### src/rtl/ssp_pkg.sv
package ssp_pkg;
  localparam int ADDR_W = 2;
  localparam logic [ADDR_W-1:0] A_DATA = 2'd0;
  localparam logic [ADDR_W-1:0] A_CTRL = 2'd1;
  localparam logic [ADDR_W-1:0] A_DIV  = 2'd2;

  typedef struct packed {
    logic idle_lvl;   // bit 3: rest level of sdo, external mode
    logic pol;        // bit 2: 1 = launch on rising edge
    logic msb_first;  // bit 1: bit order
    logic ext_clk;    // bit 0: 1 = clock from pin
  } ssp_ctrl_t;

  localparam int CTRL_W = $bits(ssp_ctrl_t);
endpackage

### src/rtl/ssp_baud.sv
module ssp_baud #(
  parameter int DIV_W = 8
) (
  input  logic             clk,
  input  logic             rst,
  input  logic             run,
  input  logic             restart,
  input  logic             tick,
  input  logic [DIV_W-1:0] div,
  output logic             stb
);
  logic [DIV_W-1:0] cnt_q;

  assign stb = run && tick && (cnt_q == div);

  always_ff @(posedge clk) begin
    if (rst || restart || !run) begin
      cnt_q <= '0;
    end else if (tick) begin
      if (cnt_q == div) cnt_q <= '0;
      else              cnt_q <= cnt_q + 1'b1;
    end
  end
endmodule

### src/rtl/ssp_edge_sync.sv
module ssp_edge_sync #(
  parameter int STAGES = 2
) (
  input  logic clk,
  input  logic rst,
  input  logic pin,
  output logic rise,
  output logic fall
);
  logic [STAGES-1:0] sync_q;
  logic              last_q;

  always_ff @(posedge clk) begin
    if (rst) begin
      sync_q <= '0;
      last_q <= 1'b0;
    end else begin
      sync_q <= {sync_q[STAGES-2:0], pin};
      last_q <= sync_q[STAGES-1];
    end
  end

  assign rise = sync_q[STAGES-1] && !last_q;
  assign fall = !sync_q[STAGES-1] && last_q;
endmodule

### src/rtl/ssp_shifter.sv
module ssp_shifter #(
  parameter int W = 8
) (
  input  logic         clk,
  input  logic         rst,
  input  logic         load,
  input  logic [W-1:0] load_val,
  input  logic         msb_first,
  input  logic         shift,
  input  logic         din,
  output logic [W-1:0] q,
  output logic         dout
);
  always_ff @(posedge clk) begin
    if (rst) begin
      q <= '0;
    end else if (load) begin
      q <= load_val;
    end else if (shift) begin
      if (msb_first) q <= {q[W-2:0], din};
      else           q <= {din, q[W-1:1]};
    end
  end

  assign dout = msb_first ? q[W-1] : q[0];
endmodule

### src/rtl/sync_serial_port.sv
module sync_serial_port
  import ssp_pkg::*;
#(
  parameter int DATA_W      = 8,
  parameter int DIV_W       = 8,
  parameter int SYNC_STAGES = 2
) (
  input  logic              clk,
  input  logic              rst,
  input  logic              presc_tick,
  input  logic              wr_en,
  input  logic [ADDR_W-1:0] wr_addr,
  input  logic [DATA_W-1:0] wr_data,
  output logic [DATA_W-1:0] rd_data,
  input  logic              sclk_in,
  output logic              sclk_out,
  output logic              sclk_oe,
  input  logic              sdi,
  output logic              sdo,
  output logic              sdo_oe,
  output logic              irq
);
  localparam int CNT_W = $clog2(DATA_W + 1);
  localparam logic [CNT_W-1:0] LAST_BIT = CNT_W'(DATA_W - 1);

  ssp_ctrl_t        ctrl_q;
  logic [DIV_W-1:0] div_q;
  logic             busy_q, hold_q, clk_lvl_q, sdo_q, oe_q, irq_q;
  logic [CNT_W-1:0] bit_cnt_q;

  logic start, stb, ext_rise, ext_fall, launch_ev, sample_ev, last_ev;
  logic shift_out;
  logic ext_mode, pol_sel;

  assign ext_mode = ctrl_q.ext_clk;
  assign pol_sel  = ctrl_q.pol;
  assign start    = wr_en && (wr_addr == A_DATA);

  ssp_baud #(.DIV_W(DIV_W)) u_baud (
    .clk(clk), .rst(rst),
    .run((busy_q && !ext_mode) || hold_q),
    .restart(start), .tick(presc_tick), .div(div_q), .stb(stb)
  );

  ssp_edge_sync #(.STAGES(SYNC_STAGES)) u_sync (
    .clk(clk), .rst(rst), .pin(sclk_in), .rise(ext_rise), .fall(ext_fall)
  );

  // Leaving the rest level launches; returning to it samples.
  always_comb begin
    if (ext_mode) begin
      launch_ev = busy_q && (pol_sel ? ext_rise : ext_fall);
      sample_ev = busy_q && (pol_sel ? ext_fall : ext_rise);
    end else begin
      launch_ev = busy_q && stb && (clk_lvl_q == !pol_sel);
      sample_ev = busy_q && stb && (clk_lvl_q == pol_sel);
    end
  end
  assign last_ev = sample_ev && (bit_cnt_q == LAST_BIT);

  ssp_shifter #(.W(DATA_W)) u_shift (
    .clk(clk), .rst(rst), .load(start), .load_val(wr_data),
    .msb_first(ctrl_q.msb_first), .shift(sample_ev), .din(sdi),
    .q(rd_data), .dout(shift_out)
  );

  always_ff @(posedge clk) begin
    if (rst) begin
      ctrl_q    <= '0;
      div_q     <= '0;
      busy_q    <= 1'b0;
      hold_q    <= 1'b0;
      bit_cnt_q <= '0;
      clk_lvl_q <= 1'b1;
      sdo_q     <= 1'b0;
      oe_q      <= 1'b0;
      irq_q     <= 1'b0;
    end else begin
      irq_q <= last_ev;
      if (wr_en && wr_addr == A_CTRL) ctrl_q <= ssp_ctrl_t'(wr_data[CTRL_W-1:0]);
      if (wr_en && wr_addr == A_DIV)  div_q  <= wr_data[DIV_W-1:0];

      if (start) begin
        busy_q    <= 1'b1;
        hold_q    <= 1'b0;
        bit_cnt_q <= '0;
      end else if (sample_ev) begin
        bit_cnt_q <= bit_cnt_q + 1'b1;
        if (last_ev) begin
          busy_q <= 1'b0;
          hold_q <= !ext_mode;
        end
      end else if (hold_q && stb) begin
        hold_q <= 1'b0;
      end

      if (!busy_q)                clk_lvl_q <= !pol_sel;
      else if (!ext_mode && stb)  clk_lvl_q <= !clk_lvl_q;

      if (start)          sdo_q <= ctrl_q.msb_first ? wr_data[DATA_W-1] : wr_data[0];
      else if (launch_ev) sdo_q <= shift_out;

      if (start)                oe_q <= 1'b0;
      else if (launch_ev)       oe_q <= 1'b1;
      else if (hold_q && stb)   oe_q <= 1'b0;
    end
  end

  assign sclk_out = clk_lvl_q;
  assign sclk_oe  = !ext_mode;
  assign sdo      = (ext_mode && !busy_q) ? ctrl_q.idle_lvl : sdo_q;
  assign sdo_oe   = ext_mode ? 1'b1 : oe_q;
  assign irq      = irq_q;
endmodule

### config.mk
export PLATFORM = sky130hd
export DESIGN_NAME = sync_serial_port
export DESIGN_NICKNAME = d
export VERILOG_FILES = /design/src/rtl/ssp_pkg.sv /design/src/rtl/ssp_baud.sv /design/src/rtl/ssp_edge_sync.sv /design/src/rtl/ssp_shifter.sv /design/src/rtl/sync_serial_port.sv
export SDC_FILE = /design/constraint.sdc
export NUM_CORES = 1
export LEC_CHECK = 0
export ABC_CLOCK_PERIOD_IN_PS = 3900
export BUFFER_PORTS_ARGS = -buffer_cell sky130_fd_sc_hd__buf_2
export CELL_PAD_IN_SITES_DETAIL_PLACEMENT = 0
export CELL_PAD_IN_SITES_GLOBAL_PLACEMENT = 1
export CORE_MARGIN = 1.5
export CORE_UTILIZATION = 46
export CTS_CLUSTER_DIAMETER = 80
export CTS_CLUSTER_SIZE = 28
export DETAILED_ROUTE_END_ITERATION = 16
export PLACE_DENSITY = 0.87
export SLEW_MARGIN = 15
export SYNTH_ARGS = -nofsm -noshare
export SYNTH_HDL_FRONTEND = slang
export SYNTH_HIERARCHICAL = 1
export SYNTH_SLANG_ARGS = --single-unit
### constraint.sdc
create_clock -name clk -period 3.9 [get_ports clk]
set_input_delay 0.195 -clock clk [delete_from_list [all_inputs] [get_ports clk]]
set_output_delay 0.195 -clock clk [all_outputs]
set_load 0.01 [all_outputs]
==> results.txt, run 1 <==
Post-Route M1 WL: 2.00 mm
Worst Max-Slew Pin Slew: 649 ps
first-pass GRT wire length: 6.78 mm
Gate Count Post-Synth: 210
CP Cell Sequence: xnor2_1 -> nand4_1 -> nor4_1 -> nand3b_1 -> o22a_2 -> inv_1 -> or3b_1 -> o221ai_1
CTS tree: done
Synth Area per Inst: 9.61 um^2
Antenna Nets Post-Route: 0
PD cells: 342 nW/um^2
Setup crit end kind: flop
Post-Syn Area: 2020 um^2
CP max stage delay: 560 ps
Main synth FF type: dfxtp_1
WL met2: 1.71 mm
DR vias: 1544
grt ovf: 0
Worst path top cell family by delay: simple AND/OR/NAND/NOR gates
post-cts sizing count: 0
fin cells: 285
total global-route track usage: 17.5%
commonest non-fill, non-tap cell in the layout: dfxtp_1
clock sinks: 41
Bufs and invs on worst path: 1
Setup TNS: 0 ps
Pins Over Slew Limit: 0
total core area: 4120 um^2
Chip Width: 69.2 um
worst min path class: in2reg
commonest non-fill, non-tap cells in the layout: dfxtp_1 (41), buf_2 (28), nor2_1 (26)
#FFs+latches synth: 41
Root Driver: clkbuf_8
Worst Path Max Fanout: 11
share of cells above drive strength 1: 21.7%
crit start category: flop
Max-Cap Viols: 0
Synthesized Nets: 228
Final HPWL DP: 2.87 mm
post-layout minimum cycle time: 2950 ps
post-synth top area share: 40.7%
number of synthesized flops with an enable pin: 0
GPL Wtd Cong: 0.813
RSZ-0062 raised after global routing: false
Initial Util: 49.0%
Port Buffers: 28
CP Class: reg2reg
run status: finished, final reports clean
Crit-path slowest cell: nor4_1
largest net degree at the start of global routing: 39
dominant cell type by area after synthesis: dfxtp_1
Remaining DRCs: 0
Yosys warning total: 6
CP required: 4110 ps
die area: 4790 um^2
Hold WS: 114 ps
metal3 WL: 211 um
Clock Latency Late Sink: 290 ps
vias per cell: 5.42
placed cells: 279
Clock transition at path regs: 80 ps
Async SR Flop Fraction: 0%
Unique masters post-synth: 43
initial antenna violation count: 0
Starting DRT DRC Count: 78
Die Span Y: 69.2 um
VDD IR max: 158 uV
Max Used Layer: met4
total power: 0.764 mW
# IOs: 29
row count: 23
setup bufs post-CTS: 0
Post-CTS Hold Buffers: 0
period utilization: 75.6%
fin nets: 254
CTS Buf Count: 5
diodes inserted: 0
vias in the first global route: 1441
final setup fails: 0
FMAX: 339 MHz
Lkg Pwr: 0.881 nW
routed wire length: 3.99 mm
Seq/Total Area, Yosys: 40.7%
Layout Area Growth over Synthesis: 10.7%
CTS max path bufs: 2
crit path DAT: 3160 ps
DR pass1 iterations: 4
Area contributors post-synth: dfxtp_1 (41%), mux2i_1 (12%), xnor2_1 (6.5%)
Final Skew: 7.10 ps
Final Hold Fails: 0
H-tree depth: 2
relative slew slack: 56.7%
drt wl/cell: 14.0 um
## metal layers
| metal | GRT usage (%) | vias up |
|---|---|---|
| li1 | - | 791 |
| met1 | 24.8 | 710 |
| met2 | 25.0 | 36 |
| met3 | 5.09 | 7 |
| met4 | 7.19 | 0 |
| met5 | 0 | - |
## registers in the layout, summed over array words and instances, names as in the netlist
register / cells
bit_cnt_q: 4
busy_q: 1
ctrl_q: 2
div_q: 8
ext_mode: 1
hold_q: 1
irq: 1
oe_q: 1
pol_sel: 1
sclk_out: 1
sdo_q: 1
u_baud/cnt_q: 8
u_shift/q: 8
u_sync/last_q: 1
u_sync/sync_q: 2
## Yosys cell counts, types with 4 or more instances
master / number
nor3_1: 4
nor2b_1: 6
o221ai_1: 5
nand3b_1: 5
xor2_1: 4
xnor2_1: 15
buf_2: 4
nand2_1: 16
o21ai_0: 5
mux2i_1: 25
a21oi_1: 4
dfxtp_1: 41
nor2_1: 26
inv_1: 5
or4b_2: 4
or4b_1: 4
## report_power, final
part	internal [mW]	switching [mW]	leakage [nW]
sequential	0.428	0.0106	0.333
combinational	0.0304	0.0367	0.508
clock	0.118	0.140	0.0399
total	0.577	0.187	0.881
## final timing paths
check                                                   from                          end  slack, ps  cells past startpoint
worst min register to register   u_sync/sync_q[0]$_SDFF_PP0_  u_sync/sync_q[1]$_SDFF_PP0_        440                      1
worst min-delay path                                 sclk_in  u_sync/sync_q[0]$_SDFF_PP0_        110                      2
worst max-delay path            u_baud/cnt_q[3]$_SDFFE_PP0P_    u_shift/q[5]$_SDFFE_PP0P_        950                      8
worst max register to register  u_baud/cnt_q[3]$_SDFFE_PP0P_    u_shift/q[5]$_SDFFE_PP0P_        950                      8
## through the flow
step / area, um^2 / util (%) / setup WS [ps]
after floorplan: 2020 / - / 1480
after global placement: 2160 / 52.5 / 1120
after detailed placement: 2160 / 52.5 / 1020
after CTS: 2230 / 54.3 / 990
after global routing: 2230 / 54.3 / 652
final: 2230 / 54.3 / 953
## cell type report
type | instances | area (um^2)
Fill cell | 400 | 1880
Multi-Input combinational cell | 154 | 1110
Sequential cell | 41 | 821
Timing Repair Buffer | 28 | 140
Clock buffer | 5 | 68.8
Tap cell | 50 | 62.6
Inverter | 6 | 22.5
Clock inverter | 1 | 5.00
## cells by family (layout without fill, tap and decap cells)
kind of cell	Yosys count	count (layout)	synth area share [%]
muxes	26	26	13.0
DFF	41	41	40.7
AOI/OAI and AO/OA	24	24	9.98
adders and majority gates	2	2	1.24
and+or+nand+nor	83	83	22.8
buffers and inverters	15	40	4.15
xor gates and xnor gates	19	19	8.25
(Power assumes the default switching activity.)
==> run 2: changes to the inputs <==
ABC_AREA = 1   (was not set)
ABC_CLOCK_PERIOD_IN_PS = 2650   (was 3900)
CORE_UTILIZATION = 36   (was 46)
PLACE_DENSITY = 0.78   (was 0.87)
clock period = 2.65 ns   (was 3.9 ns; I/O delays follow)
==> results.txt, run 2 <==
Clock transition at path regs: 80 ps (about the same)
Pint: 1.05 mW (was 0.577 mW)
most frequent cells after synthesis: nand2_1 (83), inv_1 (55), dfxtp_1 (41) (was dfxtp_1 (41), nor2_1 (26), mux2i_1 (25))
largest registers: div_q (8), u_baud/cnt_q (8), u_shift/q (8) (unchanged)
Root Driver: clkbuf_8 (unchanged)
commonest non-fill, non-tap cells in the layout: nand2_1 (83), inv_1 (55), dfxtp_1 (41) (was dfxtp_1 (41), buf_2 (28), nor2_1 (26))
total global-route track usage: 15.1% (was 17.5%)
Starting DRT DRC Count: 86 (was 78)
Antenna Nets Post-Route: 0 (unchanged)
crit start category: flop (unchanged)
grt ovf: 0 (unchanged)
dominant cell type by area after synthesis: dfxtp_1 (unchanged)
Finished Cell Area: 2480 um^2 (was 2230 um^2)
setup bufs post-CTS: 0 (unchanged)
DR vias: 1871 (was 1544)
fin nets: 367 (was 254)
Remaining DRCs: 0 (unchanged)
worst min path class: in2reg (unchanged)
Comb power frac: 9.1% (was 8.8%)
diodes inserted: 0 (unchanged)
Sw Share: 23.1% (was 24.5%)
CP Class: reg2reg (unchanged)
Synthesized Nets: 337 (was 228)
CTS tree: done (unchanged)
largest net degree at the start of global routing: 17 (was 39)
Final Hold Fails: 0 (unchanged)
first-pass GRT wire length: 7.60 mm (was 6.78 mm)
#FFs+latches synth: 41 (unchanged)
Async SR Flop Fraction: 0% (unchanged)
count leader, synth: nand2_1 (was dfxtp_1)
GPL Wtd Cong: 0.793 (was 0.813)
pre-CTS setup slack: 598 ps (was 1020 ps)
Post-Syn Area: 2150 um^2 (was 2020 um^2)
Gate Count Post-Synth: 319 (was 210)
Max-Cap Viols: 0 (unchanged)
Initial Util: 38.1% (was 49.0%)
Worst Path Max Fanout: 9 (was 11)
Area contributors post-synth: dfxtp_1 (38%), nand2_1 (14%), inv_1 (9.6%) (was dfxtp_1 (41%), mux2i_1 (12%), xnor2_1 (6.5%))
Pins Over Slew Limit: 0 (unchanged)
RSZ-0062 raised after global routing: false (unchanged)
Clk network pwr share: 43.4% (was 33.8%)
post-synth top area share: 38.2% (was 40.7%)
Unique masters post-synth: 27 (was 43)
# IOs: 29 (unchanged)
commonest non-fill, non-tap cell in the layout: nand2_1 (was dfxtp_1)
Layout Area Growth over Synthesis: 15.3% (was 10.7%)
Final HPWL DP: 3.39 mm (was 2.87 mm)
VDD IR max: 283 uV (was 158 uV)
CTS Buf Count: 5 (unchanged)
FMAX: 478 MHz (was 339 MHz)
Worst Max-Slew Pin Slew: 550 ps (was 649 ps)
post-cts sizing count: 0 (unchanged)
Post-CTS Hold Buffers: 0 (unchanged)
final worst slack: 557 ps (was 953 ps)
Seq/Total Area, Yosys: 38.2% (was 40.7%)
Die Span Y: 80.3 um (was 69.2 um)
Setup crit end kind: flop (unchanged)
Synth Area per Inst: 6.74 um^2 (was 9.61 um^2)
Lkg Pwr: 1.18 nW (was 0.881 nW)
post-layout minimum cycle time: 2090 ps (was 2950 ps)
Chip Width: 80.3 um (was 69.2 um)
vias in the first global route: 1678 (was 1441)
sequential power share: 47.5% (was 57.5%)
final setup fails: 0 (unchanged)
period utilization: 79.0% (was 75.6%)
Psw: 0.317 mW (was 0.187 mW)
H-tree depth: 2 (unchanged)
die area: 6440 um^2 (was 4790 um^2)
clock sinks: 41 (unchanged)
routed wire length: 4.51 mm (was 3.99 mm)
CTS max path bufs: 2 (unchanged)
PD cells: 554 nW/um^2 (was 342 nW/um^2)
Placed Area: 2340 um^2 (was 2160 um^2)
vias per cell: 4.43 (was 5.42)
crit path DAT: 2310 ps (was 3160 ps)
total core area: 5640 um^2 (was 4120 um^2)
share of cells above drive strength 1: 16.0% (was 21.7%)
DR pass1 iterations: 4 (unchanged)
Clock Latency Late Sink: 290 ps (about the same)
Main synth FF type: dfxtp_1 (unchanged)
Port Buffers: 28 (unchanged)
Yosys warning total: 6 (unchanged)
row count: 27 (was 23)
Final Core Density: 43.9% (was 54.3%)
number of synthesized flops with an enable pin: 0 (unchanged)
relative slew slack: 63.3% (was 56.7%)
Setup TNS: 0 ps (unchanged)
drt wl/cell: 10.7 um (was 14.0 um)
Final Skew: 4.91 ps (was 7.10 ps)
run status: finished, final reports clean (unchanged)
CP required: 2870 ps (was 4110 ps)
initial antenna violation count: 0 (unchanged)
-- run 2: cell types whose count changed after synthesis, sizes merged, moves of 4 or more --
cell | previous run | this run
a21oi | 5 | 31
buf | 8 | 4
inv | 6 | 60
nand3 | 3 | 13
nor2 | 26 | 40
mux2i | 25 | 0
or4b | 8 | 0
o21ai | 5 | 20
nor2b | 6 | 0
nand3b | 5 | 0
o221ai | 7 | 0
xnor2 | 15 | 5
nand2 | 17 | 88
-- run 2: logic make-up (layout without fill, tap and decap cells) --
logic type	count (synthesis)	count (layout)	share of synthesized area, %
xor+xnor	11	11	4.48
fa+ha+maj	2	2	1.16
simple gates	146	146	30.3
buf+inv	65	96	12.2
flops	41	41	38.2
mux	1	1	0.524
compound gates	53	53	13.1
-- run 2: through the flow --
stage / std cells / total power, mW / hold slack, ps
2_1_floorplan: 319 / 0.750 / 202
3_3_place_gp: 414 / 0.791 / 331
3_5_place_dp: 414 / 0.792 / 340
4_1_cts: 422 / 1.39 / 38.9
5_1_grt: 422 / 1.44 / 58.1
6_report: 422 / 1.37 / 45.6
-- run 2: power by group through the flow --
stage                     clock (mW)  sequential [mW]  combinational, mW
after floorplan                    0            0.663             0.0868
final                          0.596            0.651              0.125
after global placement             0            0.666              0.126
after CTS                      0.607            0.652              0.126
after detailed placement           0            0.666              0.126
after global routing           0.638            0.655              0.143
-- run 2: cell type report --
cell class,count,area (um^2)
Fill cell,628,3160
Multi-Input combinational cell,213,1070
Clock inverter,3,65.1
Tap cell,72,90.1
Clock buffer,5,68.8
Inverter,60,228
Timing Repair Buffer,28,140
Sequential cell,41,821
-- run 2: worst paths after layout --
| check | depth (start not counted) | slack, ps | end | from |
|---|---|---|---|---|
| min reg2reg | 2 | 410 | u_sync/sync_q[1]$_SDFF_PP0_ | u_sync/sync_q[0]$_SDFF_PP0_ |
| max | 14 | 560 | u_shift/q[6]$_SDFFE_PP0P_ | u_baud/cnt_q[1]$_SDFFE_PP0P_ |
| max reg2reg | 14 | 560 | u_shift/q[6]$_SDFFE_PP0P_ | u_baud/cnt_q[1]$_SDFFE_PP0P_ |
| min | 3 | 50 | u_sync/sync_q[0]$_SDFF_PP0_ | sclk_in |
-- run 2: per-layer routing --
layer,GRT usage [%],routed length [um]
met1,19.5,2310
met2,24.9,2000
met3,3.41,168
met4,4.48,33
met5,0,0
-- run 2: worst max-delay path, stage by stage (launching register included) --
cell     delay, ps
dfxtp_1        390
inv_1           70
nand2_1         70
nand2_1         60
nor2_2         110
nand3_2        100
nor3_1         290
inv_1          130
nor2_4         130
nand2_2         90
nand2_4        140
inv_2           80
nor2_8         140
nand3_1         90
a21oi_1        140
